File: src/rtl/dot8_pkg.sv
package dot8_pkg;
   localparam int unsigned DEF_LANE_W = 8;
   localparam int unsigned DEF_LANES  = 4;
   localparam int unsigned DEF_DATA_W = 32;

   typedef enum logic {
      SHAPE_PAIR = 1'b0,
      SHAPE_QUAD = 1'b1
   } shape_e;

   typedef enum int unsigned {
      SUM_CHAIN = 0,
      SUM_SPLIT = 1
   } sum_style_e;
endpackage

File: src/rtl/dot8_lane_sel.sv
module dot8_lane_sel
   import dot8_pkg::*;
#(
   parameter int unsigned LANE_W = DEF_LANE_W,
   parameter int unsigned LANES  = DEF_LANES,
   localparam int unsigned SRC_W = LANE_W * LANES,
   localparam int unsigned HALF_LANES = LANES / 2
) (
   input  shape_e                        shape,
   input  logic                          upper,
   input  logic [SRC_W-1:0]              src,
   output logic [LANES-1:0][LANE_W-1:0]  lane_o
);
   initial begin
      if (LANES < 2 || (LANES % 2) != 0)
         $error("dot8_lane_sel: LANES must be even and at least 2");
   end

   for (genvar gi = 0; gi < LANES; gi++) begin : g_lane
      logic [LANE_W-1:0] full_byte;
      assign full_byte = src[gi*LANE_W +: LANE_W];
      if (gi < HALF_LANES) begin : g_pair_slot
         logic [LANE_W-1:0] pair_byte;
         assign pair_byte = upper ? src[(gi+HALF_LANES)*LANE_W +: LANE_W]
                                  : src[gi*LANE_W +: LANE_W];
         assign lane_o[gi] = (shape == SHAPE_QUAD) ? full_byte : pair_byte;
      end else begin : g_quad_slot
         assign lane_o[gi] = (shape == SHAPE_QUAD) ? full_byte : '0;
      end
   end
endmodule

File: src/rtl/dot8_lane_mul.sv
module dot8_lane_mul #(
   parameter int unsigned LANE_W = 8,
   parameter int unsigned DATA_W = 32,
   localparam int unsigned OPND_W = LANE_W + 1,
   localparam int unsigned PROD_W = 2 * OPND_W
) (
   input  logic [LANE_W-1:0] a,
   input  logic              a_signed,
   input  logic [LANE_W-1:0] b,
   output logic [DATA_W-1:0] prod_o
);
   initial begin
      if (DATA_W <= PROD_W)
         $error("dot8_lane_mul: DATA_W must exceed the product width");
   end

   logic signed [OPND_W-1:0] a_ext;
   logic signed [OPND_W-1:0] b_ext;
   logic signed [PROD_W-1:0] prod;

   always_comb begin
      a_ext  = $signed({a_signed & a[LANE_W-1], a});
      b_ext  = $signed({1'b0, b});
      prod   = a_ext * b_ext;
      prod_o = {{(DATA_W-PROD_W){prod[PROD_W-1]}}, prod};
   end
endmodule

File: src/rtl/dot8_sum.sv
module dot8_sum
   import dot8_pkg::*;
#(
   parameter int unsigned DATA_W = DEF_DATA_W,
   parameter int unsigned LANES  = DEF_LANES,
   parameter sum_style_e  STYLE  = SUM_SPLIT,
   localparam int unsigned HALF_LANES = LANES / 2
) (
   input  logic [LANES-1:0][DATA_W-1:0] prod_i,
   input  logic [DATA_W-1:0]            acc_i,
   output logic [DATA_W-1:0]            sum_o
);
   if (STYLE == SUM_CHAIN) begin : g_chain
      always_comb begin
         sum_o = acc_i;
         for (int i = 0; i < LANES; i++) sum_o = sum_o + prod_i[i];
      end
   end else begin : g_split
      logic [DATA_W-1:0] lo_sum;
      logic [DATA_W-1:0] hi_sum;
      always_comb begin
         lo_sum = '0;
         hi_sum = '0;
         for (int i = 0; i < HALF_LANES; i++) begin
            lo_sum = lo_sum + prod_i[i];
            hi_sum = hi_sum + prod_i[i+HALF_LANES];
         end
         sum_o = acc_i + lo_sum + hi_sum;
      end
   end
endmodule

File: src/rtl/dot8_acc.sv
module dot8_acc
   import dot8_pkg::*;
#(
   parameter int unsigned LANE_W = DEF_LANE_W,
   parameter int unsigned LANES  = DEF_LANES,
   parameter int unsigned DATA_W = DEF_DATA_W,
   parameter sum_style_e  STYLE  = SUM_SPLIT,
   localparam int unsigned SRC_W = LANE_W * LANES
) (
   input  logic              clk,
   input  logic              rst_n,
   input  logic              in_valid,
   input  logic              mode_quad,
   input  logic              hi_half,
   input  logic              src1_signed,
   input  logic [SRC_W-1:0]  src1,
   input  logic [SRC_W-1:0]  src2,
   input  logic [DATA_W-1:0] src3,
   output logic              out_valid,
   output logic [DATA_W-1:0] result
);
   initial begin
      if (SRC_W > DATA_W)
         $error("dot8_acc: packed operands wider than the data word");
   end

   shape_e                       shape;
   logic [LANES-1:0][LANE_W-1:0] lane_a;
   logic [LANES-1:0][LANE_W-1:0] lane_b;
   logic [LANES-1:0][DATA_W-1:0] lane_prod;
   logic [DATA_W-1:0]            total;

   assign shape = shape_e'(mode_quad);

   dot8_lane_sel #(.LANE_W(LANE_W), .LANES(LANES)) i_sel_a (
      .shape(shape), .upper(hi_half), .src(src1), .lane_o(lane_a));

   dot8_lane_sel #(.LANE_W(LANE_W), .LANES(LANES)) i_sel_b (
      .shape(shape), .upper(hi_half), .src(src2), .lane_o(lane_b));

   for (genvar gi = 0; gi < LANES; gi++) begin : g_mul
      dot8_lane_mul #(.LANE_W(LANE_W), .DATA_W(DATA_W)) i_mul (
         .a(lane_a[gi]), .a_signed(src1_signed), .b(lane_b[gi]),
         .prod_o(lane_prod[gi]));
   end

   dot8_sum #(.DATA_W(DATA_W), .LANES(LANES), .STYLE(STYLE)) i_sum (
      .prod_i(lane_prod), .acc_i(src3), .sum_o(total));

   always_ff @(posedge clk or negedge rst_n) begin
      if (!rst_n) begin
         out_valid <= 1'b0;
         result    <= '0;
      end else begin
         out_valid <= in_valid;
         if (in_valid) result <= total;
      end
   end
endmodule

File: config.mk
export PLATFORM = sky130hd
export DESIGN_NAME = dot8_acc
export DESIGN_NICKNAME = d
export VERILOG_FILES = /design/src/rtl/dot8_pkg.sv /design/src/rtl/dot8_lane_sel.sv /design/src/rtl/dot8_lane_mul.sv /design/src/rtl/dot8_sum.sv /design/src/rtl/dot8_acc.sv
export SDC_FILE = /design/constraint.sdc
export NUM_CORES = 1
export LEC_CHECK = 0
export BUFFER_PORTS_ARGS = -buffer_cell sky130_fd_sc_hd__buf_4
export CAP_MARGIN = 0
export CORE_MARGIN = 5
export CORE_UTILIZATION = 50
export CTS_BUF_LIST = sky130_fd_sc_hd__clkbuf_8
export CTS_CLUSTER_DIAMETER = 80
export CTS_CLUSTER_SIZE = 40
export DETAILED_ROUTE_END_ITERATION = 8
export GPL_TIMING_DRIVEN = 0
export PLACE_DENSITY = 0.69
export SYNTH_ARGS = -nofsm -noshare
export SYNTH_HDL_FRONTEND = slang
export SYNTH_SLANG_ARGS = --single-unit
export TNS_END_PERCENT = 10
File: constraint.sdc
create_clock -name clk -period 1.7 [get_ports clk]
set_input_delay 0.17 -clock clk [delete_from_list [all_inputs] [get_ports clk]]
set_output_delay 0.17 -clock clk [all_outputs]
set_load 0.01 [all_outputs]
==> impl_metrics.toml <==
[run_status]
status = "finished, violations left"
violations = "negative setup slack"

[layout]
seq_area_sq_um = 826
area_delta_synth_final_pct = 22.9
stdcell_count = 2452
layout.nets = 2609
antenna_cells = 0
nFillCells = 2694
multi_input_area_sq_mm = 0.0147
drive_above_1_share = 0.229

[global_route]
grt_max_degree = 34
grt.total_usage = 0.256
antenna_found_initial = 2
grt_overflow = 0
grt_pass1_wl_microns = 74200
grt_pass1_vias = 13900

[routing]
drt-total-wl_microns = 45300
drtIter0Drc = 561
viasPerCell = 5.25
drc = 0
antenna_left = 0
avgRoutedWirePerCell_microns = 18.5
vias = 12900
dr.pass1.iters = 5

[synth]
synth_fp_nets = 2419
synthTopCellsByArea = "fa_1, ha_1, inv_1"
synth_flop_cell = "dfrtp_1"
synth_top_cell_area_share = 0.407
syn_avg_cell_area_sq_um = 8.92
synth_enable_flop_cells = 0
synth_largest_area_cell = "fa_1"
synthesis.area_sq_mm = 0.0162
yosys_warnings = 0
ys_types = 65
netlist_instances = 1819
ys_seq_area_frac = 0.0509
synth-seq-cells = 33
synthArstFlopShare = 1.00

[timing]
fmax_mhz = 116
final.period_utilization = 5.05
worst_slack_ns = -6.88
worst_slew_pin_slew_ns = 0.699
finalClockSkew_ns = 0
rsz0062_at_grt = "true"
finalMaxSlewViolations = 0
setup_viol = 32
max_slew_margin = 0.534
hold_violations = 0
whs_ns = 0.0351
min_period_ns = 8.58

[placement]
dp_hpwl_microns = 38400
dp_cells = 2385
numPortBuffers = 124
gp_routability_congestion = 0.948

[cts]
cts_htree_levels = 2
numCtsBuffers = 5
clk_latency_ns = 0.29
path_clk_slew_ns = 0.07
cts.root.buffer_cell = "clkbuf_8"
clock-sinks = 33
clockBufferDepth = 2
cts_tree = "done"

[setup_path]
cpMaxStageDelayCell = "fa_1"
slowest_delay_ns = 0.54
worstPathArrival_ns = 8.76
cp_common_cell = "fa_1"
crit_path_end_kind = "flop"
critical_path_peak_fanout = 6
crit_type = "in2reg"
crit_path_start_kind = "input port"
worstPathRequired_ns = 1.87

[floorplanning]
fp-row-count = 66
coreArea_sq_mm = 0.0323
start_util = 0.503
die-area_sq_mm = 0.0362
die_w_microns = 190
die_y_microns = 190
io_pins = 135

[job]
maxCapViolCount = 0

[worst_hold_path]
min_path_type = "in2reg"
## cell usage in the layout, fill, tap and decap left out, drive strengths merged, types with 3 or more instances in the layout
cell | synthesis | layout
o31ai | 8 | 8
nand3 | 22 | 22
nand3b | 6 | 6
nor2 | 117 | 117
o21ai | 34 | 34
and3 | 91 | 91
o211ai | 6 | 6
a21o | 21 | 21
ha | 168 | 168
fa | 330 | 330
a21boi | 3 | 3
nand2b | 11 | 11
o21bai | 3 | 3
inv | 512 | 512
dfrtp | 33 | 33
and2 | 14 | 14
or2 | 9 | 9
nor2b | 14 | 14
nor3 | 6 | 6
a211o | 4 | 4
nand2 | 117 | 117
a31oi | 9 | 9
a21oi | 41 | 41
o31a | 3 | 3
nor4 | 3 | 3
xor2 | 25 | 25
clkbuf | 40 | 34
a211oi | 5 | 5
mux2i | 31 | 31
xnor2 | 53 | 53
o21a | 12 | 12
buf | 5 | 198
a311oi | 3 | 3
mux2 | 39 | 39
## logic make-up after synthesis
family                   after synthesis  synth area share
XOR/XNOR                              79            0.0435
AND/OR/NAND/NOR                      417             0.125
adder cells (fa/ha/maj)              498             0.537
multiplexers                          70            0.0464
buffers and inverters                557             0.130
flip-flops                            33            0.0509
AO/OA/AOI/OAI                        165            0.0682
## registers in the layout, summed over array words and instances (netlist names)
register / cells
out_valid: 1
result: 32
## what timing repair did
item	in CTS	in global routing
pin swaps	35	62
resized for setup	136	124
cloned	4	0
hold buffers	1	0
endpoints found under the hold margin	33	0
buffers inserted	45	18
endpoints found under the setup margin	32	32
## per-layer routing
layer	wire (microns)	GRT usage	vias to the layer above	part of all wire
met5	7	0	-	0.00015
li1	-	-	5923	-
met3	3920	0.0481	45	0.086
met1	20100	0.371	6385	0.44
met2	20600	0.409	514	0.46
met4	676	0.0475	2	0.015
## cell type report
class | instances | share of cell area
Buffer | 37 | 0.0134
Clock buffer | 5 | 0.00345
Clock inverter | 3 | 0.00326
Inverter | 512 | 0.0967
Multi-Input combinational cell | 1229 | 0.735
Sequential cell | 33 | 0.0414
Tap cell | 442 | 0.0277
Timing Repair Buffer | 191 | 0.0793
## critical path: cells and delay by family
| family | cells | cell delay, ns |
|---|---|---|
| muxes | 2 | 0.62 |
| buffers and inverters | 9 | 0.92 |
| xor gates and xnor gates | 3 | 0.65 |
| AOI/OAI and AO/OA | 10 | 2.02 |
| and+or+nand+nor | 4 | 0.57 |
| adders and majority gates | 9 | 3.81 |
## stage by stage
step / TNS, ns / utilization / instance area [sq um] / setup slack [ns]
3_3_place_gp: -194.11 / 0.560 / 18100 / -7.57
5_1_grt: -177.89 / 0.618 / 20000 / -7.13
2_1_floorplan: -161.15 / - / 16600 / -6.46
6_report: -170.81 / 0.618 / 20000 / -6.88
3_5_place_dp: -197.08 / 0.560 / 18100 / -7.77
4_1_cts: -172.30 / 0.599 / 19400 / -6.80
## cell usage after synthesis, drive strengths merged, types with 8 or more instances
cell and instances:
mux2i 31, clkbuf 40, o21a 12, mux2 39, inv 512, nor2b 14
a21oi 41, dfrtp 33, a21o 21, o21ai 34, ha 168, and2 14
nand2 117, nand3 22, nand2b 11, a31oi 9, xor2 25, or2 9
nor2 117, o31ai 8, and3 91, xnor2 53, fa 330
## path summary, 6_finish.rpt
path                            start          to  slack (ns)  cells past startpoint
max                         mode_quad  result[31]       -6.88                     37
min                          in_valid   out_valid        0.04                      1
max reg2reg                 result[5]   result[5]        0.88                      2
min reg2reg                result[16]  result[16]        0.52                      1
max in group asynchronous       rst_n   result[5]        1.05                      2
min in group asynchronous       rst_n  result[24]        0.34                      2
Power is not shown: default switching activity piles up to over one toggle a cycle in this logic, so the estimate is an artifact.
